$ cat src/rtl/bct_pkg.sv
package bct_pkg;
  typedef enum logic [1:0] {
    OP_IDLE  = 2'd0,
    OP_READ  = 2'd1,
    OP_WRITE = 2'd2,
    OP_NOP   = 2'd3
  } busOpE;

  typedef struct packed {
    logic capture;   // request accepted this clock
    logic sampleRd;  // sample read data this clock
    logic doWrite;   // drive write this clock
  } ctrlStrobesT;
endpackage

$ cat src/rtl/bct_speed.sv
module bct_speed #(
  parameter int LEN_W       = 4,
  parameter int LEN_MID     = 8,
  parameter int LEN_SHORT   = 6,
  parameter int LEN_LONG    = 12,
  parameter int LEN_FASTROM = 6,
  parameter int LEN_SLOWROM = 8
) (
  input  logic             bankTop,   // address bit 23
  input  logic             bankRom,   // address bit 22
  input  logic [15:0]      offset,
  input  logic             romFast,
  output logic [LEN_W-1:0] len
);
  logic midHit;
  logic ioHit;

  assign midHit = ((({1'b0, offset[14:0]} + 16'h6000) & 16'h4000) != 16'h0000);
  assign ioHit  = (((offset[14:0] - 15'h4000) & 15'h7E00) != 15'h0000);

  always_comb begin
    if (bankRom || offset[15]) begin
      if (bankTop) len = romFast ? LEN_W'(LEN_FASTROM) : LEN_W'(LEN_SLOWROM);
      else         len = LEN_W'(LEN_MID);
    end else if (midHit) begin
      len = LEN_W'(LEN_MID);
    end else if (ioHit) begin
      len = LEN_W'(LEN_SHORT);
    end else begin
      len = LEN_W'(LEN_LONG);
    end
  end
endmodule

$ cat src/rtl/bct_ctrl.sv
module bct_ctrl
  import bct_pkg::*;
#(
  parameter int LEN_W     = 4,
  parameter int LEN_IDLE  = 6,
  parameter int READ_TAIL = 4
) (
  input  logic             clk,
  input  logic             rst,
  input  logic             reqValid,
  input  logic [1:0]       reqOp,
  input  logic [LEN_W-1:0] decLen,
  output logic             reqReady,
  output logic             rspValid,
  output logic             dmaEdge,
  output logic             aluEdge,
  output ctrlStrobesT      strb
);
  logic             busy;
  logic [LEN_W-1:0] cnt;
  logic [LEN_W-1:0] lenQ;
  busOpE            opQ;
  busOpE            opIn;
  logic             accept;
  logic             lastCyc;
  logic             firstCyc;

  assign opIn     = busOpE'(reqOp);
  assign reqReady = !busy;
  assign accept   = reqValid && !busy;
  assign firstCyc = busy && (cnt == '0);
  assign lastCyc  = busy && (cnt == lenQ - LEN_W'(1));

  always_ff @(posedge clk) begin
    if (rst) begin
      busy <= 1'b0;
      cnt  <= '0;
      lenQ <= '0;
      opQ  <= OP_IDLE;
    end else if (accept) begin
      busy <= 1'b1;
      cnt  <= '0;
      if (opIn == OP_READ || opIn == OP_WRITE) begin
        opQ  <= opIn;
        lenQ <= decLen;
      end else begin
        opQ  <= OP_IDLE;
        lenQ <= LEN_W'(LEN_IDLE);
      end
    end else if (busy) begin
      if (lastCyc) busy <= 1'b0;
      else         cnt  <= cnt + LEN_W'(1);
    end
  end

  assign rspValid      = lastCyc;
  assign dmaEdge       = firstCyc;
  assign aluEdge       = (opQ == OP_WRITE) ? firstCyc : lastCyc;
  assign strb.capture  = accept;
  assign strb.sampleRd = busy && (opQ == OP_READ) && (cnt == lenQ - LEN_W'(READ_TAIL));
  assign strb.doWrite  = lastCyc && (opQ == OP_WRITE);

  AST_ACCEPT_DMA: assert property (@(posedge clk) disable iff (rst)
    (reqValid && reqReady) |=> dmaEdge);
  AST_DONE_READY: assert property (@(posedge clk) disable iff (rst)
    rspValid |=> reqReady);
  AST_BUSY_BLOCKS: assert property (@(posedge clk) disable iff (rst)
    dmaEdge |-> !reqReady);
  AST_CNT_BOUND: assert property (@(posedge clk) disable iff (rst)
    busy |-> (cnt < lenQ));
  AST_STRB_EXCL: assert property (@(posedge clk) disable iff (rst)
    !(strb.sampleRd && strb.doWrite));
endmodule

$ cat src/rtl/bct_datapath.sv
module bct_datapath
  import bct_pkg::*;
#(
  parameter int ADDR_W = 24,
  parameter int DATA_W = 8
) (
  input  logic              clk,
  input  logic              rst,
  input  ctrlStrobesT       strb,
  input  logic [ADDR_W-1:0] reqAddr,
  input  logic [DATA_W-1:0] reqWrData,
  input  logic [DATA_W-1:0] busRdData,
  input  logic              busRdDrive,
  output logic [ADDR_W-1:0] busAddr,
  output logic [DATA_W-1:0] busWrData,
  output logic              busRdStb,
  output logic              busWrStb,
  output logic [DATA_W-1:0] rspData,
  output logic [DATA_W-1:0] openBus
);
  localparam logic [ADDR_W-1:0] WIN_MASK  = ADDR_W'(24'h40FC00);
  localparam logic [ADDR_W-1:0] WIN_MATCH = ADDR_W'(24'h004000);

  logic [ADDR_W-1:0] addrQ;
  logic [DATA_W-1:0] wrDataQ;
  logic [DATA_W-1:0] mdrQ;
  logic [DATA_W-1:0] rdDataQ;
  logic [DATA_W-1:0] rdVal;
  logic              inWindow;

  assign inWindow = ((addrQ & WIN_MASK) == WIN_MATCH);
  assign rdVal    = busRdDrive ? busRdData : mdrQ;

  always_ff @(posedge clk) begin
    if (rst) begin
      addrQ   <= '0;
      wrDataQ <= '0;
      mdrQ    <= '0;
      rdDataQ <= '0;
    end else begin
      if (strb.capture) begin
        addrQ   <= reqAddr;
        wrDataQ <= reqWrData;
      end
      if (strb.sampleRd) begin
        rdDataQ <= rdVal;
        if (!inWindow) mdrQ <= rdVal;
      end else if (strb.doWrite) begin
        mdrQ <= wrDataQ;
      end
    end
  end

  assign busAddr   = addrQ;
  assign busWrData = wrDataQ;
  assign busRdStb  = strb.sampleRd;
  assign busWrStb  = strb.doWrite;
  assign rspData   = rdDataQ;
  assign openBus   = mdrQ;

  AST_MDR_QUIET: assert property (@(posedge clk) disable iff (rst)
    !(strb.sampleRd || strb.doWrite) |=> $stable(mdrQ));
  AST_WINDOW_KEEP: assert property (@(posedge clk) disable iff (rst)
    (strb.sampleRd && inWindow) |=> $stable(mdrQ));
  AST_OPEN_BUS_KEEP: assert property (@(posedge clk) disable iff (rst)
    (strb.sampleRd && !busRdDrive) |=> $stable(mdrQ));
  AST_WRITE_LOAD: assert property (@(posedge clk) disable iff (rst)
    strb.doWrite |=> (mdrQ == $past(wrDataQ)));
endmodule

$ cat src/rtl/bus_cycle_timer.sv
module bus_cycle_timer
  import bct_pkg::*;
#(
  parameter int ADDR_W      = 24,
  parameter int DATA_W      = 8,
  parameter int LEN_IDLE    = 6,
  parameter int LEN_MID     = 8,
  parameter int LEN_SHORT   = 6,
  parameter int LEN_LONG    = 12,
  parameter int LEN_FASTROM = 6,
  parameter int LEN_SLOWROM = 8,
  parameter int READ_TAIL   = 4
) (
  input  logic              clk,
  input  logic              rst,
  input  logic              cfgRomFast,
  input  logic              reqValid,
  output logic              reqReady,
  input  logic [1:0]        reqOp,
  input  logic [ADDR_W-1:0] reqAddr,
  input  logic [DATA_W-1:0] reqWrData,
  output logic              rspValid,
  output logic [DATA_W-1:0] rspData,
  output logic [ADDR_W-1:0] busAddr,
  output logic [DATA_W-1:0] busWrData,
  output logic              busRdStb,
  output logic              busWrStb,
  input  logic [DATA_W-1:0] busRdData,
  input  logic              busRdDrive,
  output logic [DATA_W-1:0] openBus,
  output logic              dmaEdge,
  output logic              aluEdge
);
  localparam int LEN_W = $clog2(LEN_LONG + 1);

  logic [LEN_W-1:0] decLen;
  ctrlStrobesT      strb;

  bct_speed #(
    .LEN_W(LEN_W), .LEN_MID(LEN_MID), .LEN_SHORT(LEN_SHORT), .LEN_LONG(LEN_LONG),
    .LEN_FASTROM(LEN_FASTROM), .LEN_SLOWROM(LEN_SLOWROM)
  ) i_speed (
    .bankTop (reqAddr[ADDR_W-1]),
    .bankRom (reqAddr[ADDR_W-2]),
    .offset  (reqAddr[15:0]),
    .romFast (cfgRomFast),
    .len     (decLen)
  );

  bct_ctrl #(
    .LEN_W(LEN_W), .LEN_IDLE(LEN_IDLE), .READ_TAIL(READ_TAIL)
  ) i_ctrl (
    .clk      (clk),
    .rst      (rst),
    .reqValid (reqValid),
    .reqOp    (reqOp),
    .decLen   (decLen),
    .reqReady (reqReady),
    .rspValid (rspValid),
    .dmaEdge  (dmaEdge),
    .aluEdge  (aluEdge),
    .strb     (strb)
  );

  bct_datapath #(
    .ADDR_W(ADDR_W), .DATA_W(DATA_W)
  ) i_datapath (
    .clk        (clk),
    .rst        (rst),
    .strb       (strb),
    .reqAddr    (reqAddr),
    .reqWrData  (reqWrData),
    .busRdData  (busRdData),
    .busRdDrive (busRdDrive),
    .busAddr    (busAddr),
    .busWrData  (busWrData),
    .busRdStb   (busRdStb),
    .busWrStb   (busWrStb),
    .rspData    (rspData),
    .openBus    (openBus)
  );

  AST_RESET_STATE: assert property (@(posedge clk)
    rst |=> (reqReady && openBus == '0 && !rspValid));
endmodule

$ cat config.mk
export PLATFORM = sky130hd
export DESIGN_NAME = bus_cycle_timer
export DESIGN_NICKNAME = d
export VERILOG_FILES = /design/src/rtl/bct_pkg.sv /design/src/rtl/bct_speed.sv /design/src/rtl/bct_ctrl.sv /design/src/rtl/bct_datapath.sv /design/src/rtl/bus_cycle_timer.sv
export SDC_FILE = /design/constraint.sdc
export NUM_CORES = 1
export LEC_CHECK = 0
export BUFFER_PORTS_ARGS = -buffer_cell sky130_fd_sc_hd__buf_2
export CELL_PAD_IN_SITES_DETAIL_PLACEMENT = 0
export CELL_PAD_IN_SITES_GLOBAL_PLACEMENT = 1
export CORE_ASPECT_RATIO = 1.2
export CORE_MARGIN = 2
export CORE_UTILIZATION = 32
export DETAILED_ROUTE_END_ITERATION = 10
export PLACE_DENSITY_LB_ADDON = 0.1
export SLEW_MARGIN = 20
export SYNTH_ARGS = -nofsm -noshare
export SYNTH_HDL_FRONTEND = slang
export SYNTH_HIERARCHICAL = 1
export SYNTH_SLANG_ARGS = --single-unit
$ cat constraint.sdc
create_clock -name clk -period 2.2 [get_ports clk]
set_input_delay 0.44 -clock clk [delete_from_list [all_inputs] [get_ports clk]]
set_output_delay 0.44 -clock clk [all_outputs]
set_load 0.03 [all_outputs]
==> summary.txt <==
Critical path
  – Reg2Reg Capture Point: i_datapath/openBus[0]
  – Worst path max stage delay: 340 ps
  – Setup crit end kind: output pin
  – Cell mode on critical path: inv_2
  – Critical Path AT: 1890 ps
  – WP data required: 1760 ps
  – Worst setup path category: register to output pin
  – R2R depth: 8
  – Register-to-register setup slack: -100 ps
  – Crit path cell chain: inv_2 > ha_4 > xor2_2 > nand4b_1 > o22ai_1 > nand2_1 > inv_2 > mux2_4 > buf_6
  – CP max-delay cell: dfxtp_2
  – R2r startpoint: i_ctrl/lenQ[1]
  – Startpoint types: register
  – Critical Path Fanout Max: 2

Global route
  – Largest net degree at the start of global routing: 35
  – First-pass GRT wire length: 11100 um
  – Grt ovf: 0
  – Vias in the first global route: 2240
  – Initial antenna violation count: 0
  – GRT Total Usage: 15.7%

Cells and area
  – Final Util: approximately 45%
  – Filler cell count: 839
  – Non-Filler Instances: 494
  – Final nets: 448
  – Layout area overhead: 36.3%
  – Share of layout cells above drive strength 1: 41.1%
  – Ant. Diodes: 0

Floorplanning
  – Full die area: between 9000 and 10000 um^2
  – Floorplan row count: 36
  – Chip Height: 104 um
  – Die W: ~90 um
  – Core area: 8110 um^2
  – Initial Util: between 30% and 40%
  – I/O Pins: about 100

Detailed routing
  – DR vias: roughly 2300
  – DR top layer: met4
  – DRT iter0 DRCs: 45
  – DRT Wirelength: 6890 um
  – Remaining antenna violation count: 0
  – Drt drc: 0
  – Met3 WL post-DR: 246 um
  – Wirelength per Cell: 13.9 um
  – Router iterations before antenna repair: 4
  – Wl on met1: 3000 um
  – Vias/cell: 4.63
  – Metal2 WL: 3520 um

Run status
  – Failing checks: negative setup slack
  – Outcome: finished, violations left

Power
  – Cell Pwr Density: 674 nW/um^2
  – Static Leakage: 1.72 nW
  – VDD IR-drop max: 0.308 mV
  – Share of power burned in registers: a little under half
  – Psw: 0.000672 W
  – Clock share of power: 36.4%
  – Sw Ratio: 27.3%
  – Comb power frac: 17.0%
  – Cell-internal power: 0.00178 W

Yosys
  – Mapped Area: 2680 um^2
  – Synth top cells by count: dfxtp_1 (59), nor2_1 (57), mux2i_1 (41), a211oi_1 (17), nand2_1 (11)
  – Synth area leaders: dfxtp_1 (44%), mux2i_1 (15%), nor2_1 (8.0%)
  – Syn_nets: 335
  – Post-synth top area cell: dfxtp_1
  – Synth warnings: 6
  – Mapped Cells: 282
  – Post-synth ARST share: 0%
  – Count of unique library cells instantiated by Yosys: 38
  – Post-synth EDFFs: 0
  – Sequential fraction of the synthesis area: 44.2%
  – Count leader, synth: dfxtp_1
  – Avg Inst Size Synth: 9.49 um^2
  – Ys flop type: dfxtp_1
  – Seq cells post-synth: ~60
  – Synth top area share: 44.2%

Timing
  – Final Skew: 11.2 ps
  – Pins Over Slew Limit: 0
  – Fmax: between 400 and 500 MHz
  – Final Cycle Share: 106%
  – Final Setup Violations: 12
  – Slew margin rel.: 62.4%
  – Least-Margin Pin Slew: 564 ps
  – Post-layout min period: 2330 ps
  – Setup ws final: -128 ps
  – RSZ-0062 raised after global routing: yes
  – Final hold vios: 0

Min path
  – HP Class: input port to register
  – Hold Path Depth: 3
  – WHS Endpoint: i_datapath/busAddr[20]
  – Worst hold start: reqAddr[20]

Clocking
  – Clock Sinks: 59
  – Reg clk slew, reported paths: 60 ps
  – Total CTS buffers: 9
  – CTS tree: built
  – Clock Tree Buf Depth: 2
  – H-tree levels: 3
  – CTS root buffer: clkbuf_8
  – Clock insertion delay at the later pin of the skew report: 330 ps

Run
  – MaxCap Viol Count: 0

Placement
  – GPL Wtd Cong: roughly 0.73
  – Port Buffer Count: 100
  – Post-Place Cells: 472
  – Dpl hpwl: 5050 um
[worst max path at each step]
| stage | start | endpoint | depth (start not counted) |
|---|---|---|---|
| 4_1_cts | i_ctrl/lenQ[0] | aluEdge | 9 |
| 5_1_grt | i_ctrl/lenQ[1] | aluEdge | 9 |
| 2_1_floorplan | i_ctrl/lenQ[3] | i_datapath/openBus[0] | 9 |
| 3_5_place_dp | i_ctrl/lenQ[1] | i_datapath/openBus[0] | 10 |
| 6_report | i_ctrl/lenQ[1] | aluEdge | 9 |
| 3_3_place_gp | i_ctrl/lenQ[1] | i_datapath/openBus[0] | 10 |
[sequential cells by signal, summed over array words and instances (netlist names)]
signal                cells
i_ctrl/busy               1
i_ctrl/cnt                4
i_ctrl/lenQ               4
i_ctrl/opQ                2
i_datapath/busAddr       24
i_datapath/busWrData      8
i_datapath/openBus        8
i_datapath/rspData        8
[area by class of cell]
type / instances / area [um^2] / share of cell area (%)
clock buffers: 14 / 173 / 4.74
clock inverters: 1 / 7.51 / 0.206
inverters: 11 / 41.3 / 1.13
multi-input cells: 192 / 1400 / 38.5
flip-flops and latches: 59 / 1190 / 32.5
well taps: 95 / 119 / 3.26
repair buffers: 122 / 717 / 19.7
[cell usage in the layout, fill, tap and decap left out, types with 8 or more instances in the layout]
master,n
dfxtp_1,55
a211oi_1,17
buf_2,96
nand2_1,11
mux2i_1,41
nor2_1,56
nor2b_1,8
buf_4,21
clkbuf_8,12
[stage by stage]
step           power, W  setup TNS (ps)  setup WS (ps)  hold WS, ps  area [um^2]
3_5_place_dp    0.00157            -129          -25.6          477         3330
2_1_floorplan   0.00143            -411          -58.7          444         2690
4_1_cts         0.00250            -496           -137          329         3620
6_report        0.00246           -1040           -128          350         3650
3_3_place_gp    0.00157               0           25.7          470         3330
5_1_grt         0.00258           -2400           -234          345         3650
[cells by family after synthesis]
| kind of cell | after synthesis | share of synthesized area [%] |
|---|---|---|
| adder cells (fa/ha/maj) | 6 | 2.81 |
| multiplexers | 50 | 19.1 |
| AND/OR/NAND/NOR | 97 | 16.9 |
| XOR/XNOR | 7 | 2.85 |
| AO/OA/AOI/OAI | 31 | 8.75 |
| buffers and inverters | 31 | 5.29 |
| other | 1 | 0.140 |
| flip-flops | 59 | 44.2 |
[routing by layer]
layer | global-route usage, % | vias to the layer above
met1 | 19.2 | 1042
met4 | 6.59 | 0
li1 | - | 1188
met2 | 26.6 | 48
met3 | 2.86 | 10
met5 | 0 | -
[worst max-delay path, delay by kind of cell (launching register included)]
kind / cells / cell delay [ps]
AO/OA/AOI/OAI: 1 / 190
XOR/XNOR: 1 / 140
adder cells (fa/ha/maj): 1 / 270
buffers and inverters: 3 / 240
flip-flops: 1 / 340
multiplexers: 1 / 140
AND/OR/NAND/NOR: 2 / 250
[power by group through the flow]
stage / combinational [W] / clock [W] / sequential [W]
finish: 0.000416 / 0.000894 / 0.00115
global route: 0.000454 / 0.000974 / 0.00115
CTS: 0.000418 / 0.000935 / 0.00115
detailed placement: 0.000403 / 0 / 0.00117
global placement: 0.000402 / 0 / 0.00117
floorplan: 0.000190 / 0 / 0.00124
[repair_timing]
action	4_1_cts	5_1_grt
gates resized for setup	17	4
hold buffers	0	0
buffers inserted	7	1
endpoints found under the setup margin	12	12
hold endpoints to repair	0	0
pin swaps	7	0
No activity file was read; power rests on OpenSTA's default activity.
